### src/rtl/idr_pkg.sv
package idr_pkg;
  typedef enum logic [1:0] {
    DST_NONE = 2'd0,
    DST_RAM  = 2'd1,
    DST_SFR  = 2'd2
  } dst_e;
endpackage

### src/rtl/idr_sfr_match.sv
module idr_sfr_match #(
  parameter int ADDR_W = 8,
  parameter int N_SFR  = 4,
  parameter logic [N_SFR*ADDR_W-1:0] SFR_MAP = '0
) (
  input  logic [ADDR_W-1:0] addr,
  output logic              hit
);
  logic [N_SFR-1:0] match;

  for (genvar g = 0; g < N_SFR; g++) begin : g_cmp
    assign match[g] = (addr == SFR_MAP[g*ADDR_W +: ADDR_W]);
  end

  assign hit = |match;
endmodule

### src/rtl/idr_decode.sv
module idr_decode
  import idr_pkg::*;
#(
  parameter int ADDR_W = 8,
  parameter int N_SFR  = 4,
  parameter logic [N_SFR*ADDR_W-1:0] SFR_MAP = '0
) (
  input  logic [ADDR_W-1:0] addr,
  input  logic              indirect,
  output dst_e              dst,
  output logic              sfr_hit
);
  logic upper;
  logic hit;

  idr_sfr_match #(
    .ADDR_W (ADDR_W),
    .N_SFR  (N_SFR),
    .SFR_MAP(SFR_MAP)
  ) u_match (
    .addr(addr),
    .hit (hit)
  );

  assign upper = addr[ADDR_W-1];

  // the upper half is shared: the addressing mode picks the store
  always_comb begin
    if (!upper || indirect) dst = DST_RAM;
    else                    dst = DST_SFR;
  end

  assign sfr_hit = hit && (dst == DST_SFR);
endmodule

### src/rtl/idr_ram_bank.sv
module idr_ram_bank #(
  parameter int DATA_W = 8,
  parameter int AW     = 7
) (
  input  logic              clk,
  input  logic              rst_n,
  input  logic              rd,
  input  logic              wr,
  input  logic [AW-1:0]     addr,
  input  logic [DATA_W-1:0] wdata,
  output logic [DATA_W-1:0] q
);
  localparam int DEPTH = 1 << AW;

  logic [DATA_W-1:0] mem [DEPTH];

  always_ff @(posedge clk) begin
    if (wr) mem[addr] <= wdata;
  end

  // read samples the array before this edge's write lands
  always_ff @(posedge clk or negedge rst_n) begin
    if (!rst_n)  q <= '0;
    else if (rd) q <= mem[addr];
  end
endmodule

### src/rtl/idata_router.sv
module idata_router
  import idr_pkg::*;
#(
  parameter int ADDR_W = 8,
  parameter int DATA_W = 8,
  parameter int N_SFR  = 13,
  parameter logic [N_SFR*ADDR_W-1:0] SFR_MAP = {
    8'hF0, 8'hE0, 8'hD0, 8'hB8, 8'hB0, 8'hA8, 8'hA0,
    8'h90, 8'h89, 8'h88, 8'h83, 8'h81, 8'h80
  }
) (
  input  logic              clk,
  input  logic              rst_n,
  input  logic [ADDR_W-1:0] acc_addr,
  input  logic              acc_indirect,
  input  logic              acc_rd,
  input  logic              acc_wr,
  input  logic [DATA_W-1:0] acc_wdata,
  output logic [DATA_W-1:0] rd_data,
  output logic              rd_valid,
  output logic              sfr_sel,
  output logic [ADDR_W-1:0] sfr_addr,
  output logic              sfr_rd,
  output logic              sfr_wr,
  output logic [DATA_W-1:0] sfr_wdata,
  input  logic [DATA_W-1:0] sfr_rdata
);
  localparam int BANK_AW = ADDR_W - 1;
  localparam int N_BANK  = 2;

  dst_e dst;
  logic sfr_hit;
  logic bank_idx;
  logic [DATA_W-1:0] bank_q [N_BANK];

  dst_e              src_q;
  logic              bank_sel_q;
  logic [DATA_W-1:0] sfr_cap_q;
  logic              valid_q;

  idr_decode #(
    .ADDR_W (ADDR_W),
    .N_SFR  (N_SFR),
    .SFR_MAP(SFR_MAP)
  ) u_decode (
    .addr    (acc_addr),
    .indirect(acc_indirect),
    .dst     (dst),
    .sfr_hit (sfr_hit)
  );

  assign bank_idx = acc_addr[ADDR_W-1];

  for (genvar b = 0; b < N_BANK; b++) begin : g_bank
    logic here;
    assign here = (dst == DST_RAM) && (bank_idx == b[0]);

    idr_ram_bank #(
      .DATA_W(DATA_W),
      .AW    (BANK_AW)
    ) u_bank (
      .clk  (clk),
      .rst_n(rst_n),
      .rd   (acc_rd && here),
      .wr   (acc_wr && here),
      .addr (acc_addr[BANK_AW-1:0]),
      .wdata(acc_wdata),
      .q    (bank_q[b])
    );
  end

  // register bus, same cycle as the request
  assign sfr_sel   = sfr_hit && (acc_rd || acc_wr);
  assign sfr_rd    = sfr_hit && acc_rd;
  assign sfr_wr    = sfr_hit && acc_wr;
  assign sfr_addr  = acc_addr;
  assign sfr_wdata = acc_wdata;

  // return path: one register stage for both sources
  always_ff @(posedge clk or negedge rst_n) begin
    if (!rst_n) begin
      valid_q    <= 1'b0;
      src_q      <= DST_SFR;
      bank_sel_q <= 1'b0;
      sfr_cap_q  <= '0;
    end else begin
      valid_q <= acc_rd;
      if (acc_rd) begin
        src_q      <= dst;
        bank_sel_q <= bank_idx;
        if (dst == DST_SFR) sfr_cap_q <= sfr_hit ? sfr_rdata : '0;
      end
    end
  end

  assign rd_valid = valid_q;
  assign rd_data  = (src_q == DST_RAM) ? bank_q[bank_sel_q] : sfr_cap_q;
endmodule

### config.mk
export PLATFORM = sky130hd
export DESIGN_NAME = idata_router
export DESIGN_NICKNAME = d
export VERILOG_FILES = /design/src/rtl/idr_pkg.sv /design/src/rtl/idr_sfr_match.sv /design/src/rtl/idr_decode.sv /design/src/rtl/idr_ram_bank.sv /design/src/rtl/idata_router.sv
export SDC_FILE = /design/constraint.sdc
export NUM_CORES = 2
export LEC_CHECK = 0
export BUFFER_PORTS_ARGS = -buffer_cell sky130_fd_sc_hd__buf_2
export CAP_MARGIN = 20
export CORE_MARGIN = 4
export CORE_UTILIZATION = 30
export CTS_CLUSTER_SIZE = 8
export DETAILED_ROUTE_END_ITERATION = 7
export PLACE_DENSITY = 0.42
export SLEW_MARGIN = 10
export SYNTH_ARGS = -nofsm -noshare
export SYNTH_HDL_FRONTEND = slang
export SYNTH_SLANG_ARGS = --single-unit
export TNS_END_PERCENT = 1
### constraint.sdc
create_clock -name clk -period 1.7 [get_ports clk]
set_input_delay 0.085 -clock clk [delete_from_list [all_inputs] [get_ports clk]]
set_output_delay 0.085 -clock clk [all_outputs]
set_load 0.05 [all_outputs]
Yosys cells after proc, flatten, opt, wreduce, memory -nomap -nowiden
Memory sizes are Yosys's and may differ from the RTL's. A register that Yosys moved wholly into a read port is not among the register bits. Cells that the tools add are included.

$lt $le $gt $ge: 1. Mux-type cells: 10. Reduce and logical (&&, ||, !) cells: 17. Bitwise gates (word level): 2. Equality and inequality tests: 16.

Operator list (number): 8-bit == test (second input constant) (13); 8-bit 2-to-1 mux (5); 13-bit OR reduction (1); 1-bit logical AND (10); 2-bit by 1-bit == test with 1-bit output (second input constant) (2); 1-bit 2-to-1 mux (4); 1-bit zero test (3); 2-bit == test (second input constant) (1); 2-bit greater-or-equal comparator (second input constant) (1); 1-bit logical OR (2); 2-bit 2-to-1 mux (1); 1-bit inverter with 2-bit output (1); 2-bit AND reduction (1); 1-bit inverter (1).

Word-level logic and storage cells: 52. Register bits after elaboration: 12. Memories: 2. Output and inout bits: 28. Bits in writable memories: 2048. Input bits: 29.

Memories: g_bank[0].u_bank.mem (words 128, bits a word 8, read ports 1, clocked after Yosys merged registers in 1, wr ports 1, line idr_ram_bank.sv:15) `logic [DATA_W-1:0] mem [DEPTH];`; g_bank[1].u_bank.mem (words 128, bits a word 8, read ports 1, clocked after Yosys merged registers in 1, wr ports 1, line idr_ram_bank.sv:15).

Logic depth before layout (Yosys ltp)
Word-level depth: 8. Depth in mapped cells: 12. Gate-level depth less buffers: 7.

Hierarchy
Synthesis repeated with hierarchy kept, for this count alone.

Cell total of the unflattened synthesis: 4787. Area total of the unflattened synthesis: 81702.1 um2.

Modules (own cells, without submodules): idr_ram_bank (area an instance 40380.0 um2, sequential area each 30949.7 um2, times used 2, cells each 2345); idata_router (area an instance 863.3 um2, sequential area each 301.5 um2, times used 1, cells each 86); idr_sfr_match (area an instance 53.8 um2, sequential area each 0.0 um2, times used 1, cells each 8); idr_decode (area an instance 25.0 um2, sequential area each 0.0 um2, times used 1, cells each 3).

Worst setup path before layout
OpenSTA, ideal clock, no wires.

Path type: input port to output port. From: input port acc_addr[0]. To: output port sfr_sel. Arrival: 2.225 ns. Stages: 10. Path buffers: 4. Data required time: 1.615 ns. Slack: -0.610 ns. Cells stage by stage: buf_6 -> buf_12 -> buf_6 -> nor3_4 -> o21ai_0 -> o21ai_0 -> and3_1 -> and2_1 -> clkbuf_1 -> or2_1.

Cells in the longest elaborated chain, start to end: 4. Elaborated cells on any way between the ends: 16.

Ends and longest elaborated chain: from (decl) (line idata_router.sv:14) `input logic [ADDR_W-1:0] acc_addr,`; 8-bit == test (line idr_sfr_match.sv:12) `assign match[g] = (addr == SFR_MAP[g*ADDR_W +: ADDR_W]);`; 13-bit OR reduction (*) (line idr_sfr_match.sv:15) `assign hit = |match;`; 1-bit logical AND (*) (line idr_decode.sv:33) `assign sfr_hit = hit && (dst == DST_SFR);`; 1-bit logical AND (*) (line idata_router.sv:73) `assign sfr_sel = sfr_hit && (acc_rd || acc_wr);`; to (decl) (line idata_router.sv:21) `output logic sfr_sel,`.

Every way passes the cells marked *; elsewhere a longest branch is shown, timed or not.

==> metrics.sh <==
OUTCOME='complete, but fails checks'
VIOLATIONS_IN_THE_FINAL_REPORTS='setup timing'
WORSTHOLDPATHCELLS=6
P_PER_AREA_nW_PER_UM2=1110
POST_ROUTE_CELLS_DRIVE_ABOVE_1_SHARE_PCT=37.7
POST-CTS-SETUP-BUFFER-COUNT=0
TIMING.CRITICAL_PATH.CELLS='mux4_2, o221ai_2, buf_4, nand4_1, buf_6, o211ai_1, buf_4, a31oi_1'
TIMING.SETUP.CRITICAL_PATH_CLASS='reg -> reg'
NUMBER_OF_SYNTHESIZED_FLOPS_WITH_AN_ENABLE_PIN=2048
POSTSYNTHAREAPERCELL_UM2=18.8
WORST-PATH-BUF-INV=3
FINALMAXSLEWVIOLATIONS=0
CELL_ROW_COUNT=190
DRC_ERRORS=0
DP_HPWL_UM=194000
POWER.CLOCK.FRACTION_PCT=45.1
TIMING.CRITICAL_PATH.ARRIVAL_NS=3.28
INTERNAL_POWER_mW=92.5
CRIT_PATH_END_KIND='flip-flop'
MAX_CLOCK_FREQ_MHz=400
GRT_FIRST_PASS_WIRELENGTH_UM=393000
DR.FIRST_ITER.DRC_COUNT=4613
SWITCHINGPOWER_mW=26.3
GRT_START_MAX_NET_PINS=86
CLOCK_INSERTION_DELAY_WORST_SKEW_NS=0.92
OVERFLOW=0
TIMING.FINAL.SETUP_VIOLATIONS=28
CORE_AREA_UM2=269000
DOMINANTREGCELLSYNTH='sky130_fd_sc_hd__edfxtp_1'
SEQUENTIAL_CELL_AREA_FRACTION_IN_THE_YOSYS_REPORT_PCT=76.6
SYN2LAYOUT_AREA_GROWTH_PCT=32.0
DESIGN.PORTCOUNT=57
CTS_MAX_LEVEL=5
FINAL_NET_COUNT=5518
POST_SYNTH_INSTANCE_AREA_UM2=81200
INITIAL_UTILIZATION_PCT=30.2
POWER_mW=119
MOSTFREQUENTLAYOUTCELL='sky130_fd_sc_hd__edfxtp_1'
FLOPS_LATCHES_SYNTH=2076
GRT_ANTENNA_BEFORE_REPAIR=12
MAX_SLEW_MARGIN_PCT=41.7
HOLD_CLASS='in -> reg'
CLOCK_SINKS=2076
CP_TOP_DELAY_FAMILY='compound AO/OA/AOI/OAI gates'
TIGHTEST_SLEW_NS=0.863
ROOT_BUFFER='sky130_fd_sc_hd__clkbuf_16'
TIMING.CRITICAL_PATH.SLOWEST_STAGE_CELL='sky130_fd_sc_hd__o211ai_1'
START_KIND='flip-flop'
WORST_IR_DROP_VDD_mV=0.760
DRT-PASS1-ITER-COUNT=6
DIEHEIGHT_UM=528
CP.REQUIRED_NS=2.48
DRT-VIAS-PER-INSTANCE=5.15
CRIT_PATH_MAX_FANOUT=1
POWER_LEAKAGE_nW=35.5
FINAL.SETUP.WORST_SLACK_NS=-0.800
LAYOUT.CELLS.MOST_COMMON_LIST='sky130_fd_sc_hd__edfxtp_1, sky130_fd_sc_hd__buf_4, sky130_fd_sc_hd__buf_12, sky130_fd_sc_hd__clkbuf_16, sky130_fd_sc_hd__mux4_2'
GP_CONGESTION=0.828
DR_TOTAL_VIAS=46800
NUMBER_OF_WARNINGS_ISSUED_BY_YOSYS=0
PLACEMENT.IO_BUFFERS=56
PATH_COMMON_CELL='sky130_fd_sc_hd__buf_4'
FIN_AREA_UM2=107000
GROUTE.USAGE.OVERALL_PCT=20.0
DIE_WIDTH_UM=528
PLACEDINSTANCEAREA_UM2=98100
DIE-AREA_UM2=279000
SYNTH_FP_NETS=4360
COMB_POWER_SHARE_PCT=7.2
CTS.CLK_SLEW.WORST_PATHS_NS=0.05
GATE_COUNT_AFTER_TECHNOLOGY_MAPPING=4331
NUMBER_OF_GLOBAL_ROUTE_VIAS_BEFORE_REPAIR=48100
SYNTH_CELL_TYPE_COUNT=79
GRT_SETUP_UNREPAIRED='true'
CTS_BUFFERS=310
CAP_VIOL_MAX_COUNT=0
ASYNCSETRESETFLOPFRACSYNTH_PCT=1.35
POWER_SWITCHING_SHARE_PCT=22.1
MIN_PERIOD_NS=2.50
TIMING.CLOCK.SKEW_NS=0.0503
ROUTE.FINAL.WIRE_LENGTH_UM=284000
CTS_BUFFER_DEPTH=4
WL_PER_CELL_UM=31.2
NUMBER_OF_INSERTED_FILLER_CELLS_IN_THE_FINAL_LAYOUT=24300
SEQPWRFRAC_PCT=47.6
POST-ROUTE-PERIOD-UTIL_PCT=147
CRITPATHMAXSTAGEDELAY_NS=0.60
RR_WORST_DEPTH=8
PATH_DEPTH=8
CTS_TREE='built'
POSTROUTEANTENNANETS=0
FINAL-HOLD-VIOLATION-COUNT=0
## worst reg2reg max path, cell delays in order, from the launching register on
cell and delay, ns:
sky130_fd_sc_hd__edfxtp_1 0.35, sky130_fd_sc_hd__mux4_2 0.50, sky130_fd_sc_hd__o221ai_2 0.20, sky130_fd_sc_hd__buf_4 0.16
sky130_fd_sc_hd__nand4_1 0.11, sky130_fd_sc_hd__buf_6 0.15, sky130_fd_sc_hd__o211ai_1 0.61, sky130_fd_sc_hd__buf_4 0.24
sky130_fd_sc_hd__a31oi_1 0.07
## cells by family (layout without fill, tap and decap cells)
kind of cell | Yosys count | count (layout) | share of synthesized area (%)
muxes | 595 | 595 | 11.6
and+or+nand+nor | 649 | 649 | 3.36
AOI/OAI and AO/OA | 698 | 698 | 6.11
DFF | 2076 | 2076 | 76.6
other | 0 | 4 | 0
buffers and inverters | 313 | 1524 | 2.32
## synth_stat cells (8+ instances only)
library cell               count  area [µm²]
sky130_fd_sc_hd__nor2b_1      11        68.8
sky130_fd_sc_hd__nand2_1     141         529
sky130_fd_sc_hd__buf_1        10        37.5
sky130_fd_sc_hd__nand4_1      11        68.8
sky130_fd_sc_hd__a22oi_1      71         533
sky130_fd_sc_hd__and3_1       11        68.8
sky130_fd_sc_hd__o211ai_1     12        90.1
sky130_fd_sc_hd__edfxtp_1   2048       61500
sky130_fd_sc_hd__a211oi_1     11        82.6
sky130_fd_sc_hd__a31oi_1      27         169
sky130_fd_sc_hd__nor2_1      381        1430
sky130_fd_sc_hd__mux2i_1     277        2770
sky130_fd_sc_hd__a222oi_1      8        80.1
sky130_fd_sc_hd__mux2_2       41         462
sky130_fd_sc_hd__buf_4        64         480
sky130_fd_sc_hd__a41oi_1       8        70.1
sky130_fd_sc_hd__buf_6        37         417
sky130_fd_sc_hd__nand3_1      33         165
sky130_fd_sc_hd__o22ai_1      49         307
sky130_fd_sc_hd__buf_2        92         460
sky130_fd_sc_hd__o21ai_0     121         606
sky130_fd_sc_hd__o221ai_1     36         315
sky130_fd_sc_hd__a221o_1      10         100
sky130_fd_sc_hd__dfrtp_1      27         676
sky130_fd_sc_hd__a221oi_1    135        1180
sky130_fd_sc_hd__mux4_2      274        6170
sky130_fd_sc_hd__nor3_1       18        90.1
sky130_fd_sc_hd__a22o_1       29         254
sky130_fd_sc_hd__o21ai_1      12        60.1
sky130_fd_sc_hd__clkbuf_1     97         364
sky130_fd_sc_hd__and2_1        9        56.3
sky130_fd_sc_hd__a21oi_1     110         551
## final cells by class
class / count / area [µm²] / share of cell area (%)
Clock inverter: 9 / 106 / 0.0992
Antenna cell: 4 / 10.0 / 0.00933
Inverter: 7 / 40.0 / 0.0373
Sequential cell: 2076 / 62200 / 58.0
Multi-Input combinational cell: 1942 / 19300 / 18.0
Clock buffer: 356 / 8060 / 7.51
Tap cell: 3552 / 4440 / 4.14
Timing Repair Buffer: 1152 / 13100 / 12.2
## power by group through the flow
stage               Clock, mW  Sequential (mW)  Combinational, mW
floorplan                   0             57.5               3.39
global placement            0             57.5               8.34
detailed placement          0             57.6               8.35
CTS                      55.0             56.6               8.56
global route             57.3             56.6               8.97
finish                   53.6             56.6               8.59
## worst paths after layout
kind                                              from                    end  slack, ns
max reg2reg                g_bank[0].u_bank.mem[55][3]  g_bank[0].u_bank.q[3]      -0.80
min in group asynchronous                        rst_n  g_bank[0].u_bank.q[4]       0.41
min reg2reg                               sfr_cap_q[3]           sfr_cap_q[3]       0.50
max in group asynchronous                        rst_n  g_bank[1].u_bank.q[1]       0.18
min                                        acc_addr[2]  g_bank[0].u_bank.q[1]       0.07
max                        g_bank[0].u_bank.mem[55][3]  g_bank[0].u_bank.q[3]      -0.80
## timing repair
item | in CTS | in global routing
hold buffers | 36 | 4
hold endpoints to repair | 2101 | 12
resized for setup | 50 | 45
endpoints found under the setup margin | 27 | 39
pin swaps | 7 | 13
## routing by layer
| metal | vias up | wire (µm) | track usage, % |
|---|---|---|---|
| met5 | - | 0 | 0 |
| li1 | 20000 | - | - |
| met1 | 25000 | 128000 | 28.5 |
| met3 | 336 | 16000 | 3.43 |
| met4 | 0 | 7200 | 5.43 |
| met2 | 1435 | 132000 | 31.8 |
## metrics by stage
stage / util (%) / instances / worst slack, ns / hold slack (ns) / setup TNS, ns
final: 39.9 / 9098 / -0.800 / 0.0658 / -13.13
after global routing: 39.9 / 9095 / -0.877 / 0.0496 / -14.77
after CTS: 39.8 / 9090 / -0.759 / 0.0167 / -15.17
after detailed placement: 36.5 / 8689 / -1.60 / 0.0985 / -1310.56
after global placement: 36.5 / 8689 / -1.62 / 0.111 / -1300.64
after floorplan: - / 4331 / -0.297 / -0.211 / -354.13
## state kept, by name, summed over array words and instances, names as in the netlist
signal             count
bank_sel_q             1
g_bank.u_bank.mem   2048
g_bank.u_bank.q       16
rd_valid               1
sfr_cap_q              8
src_q                  2
(Power assumes the default switching activity.)
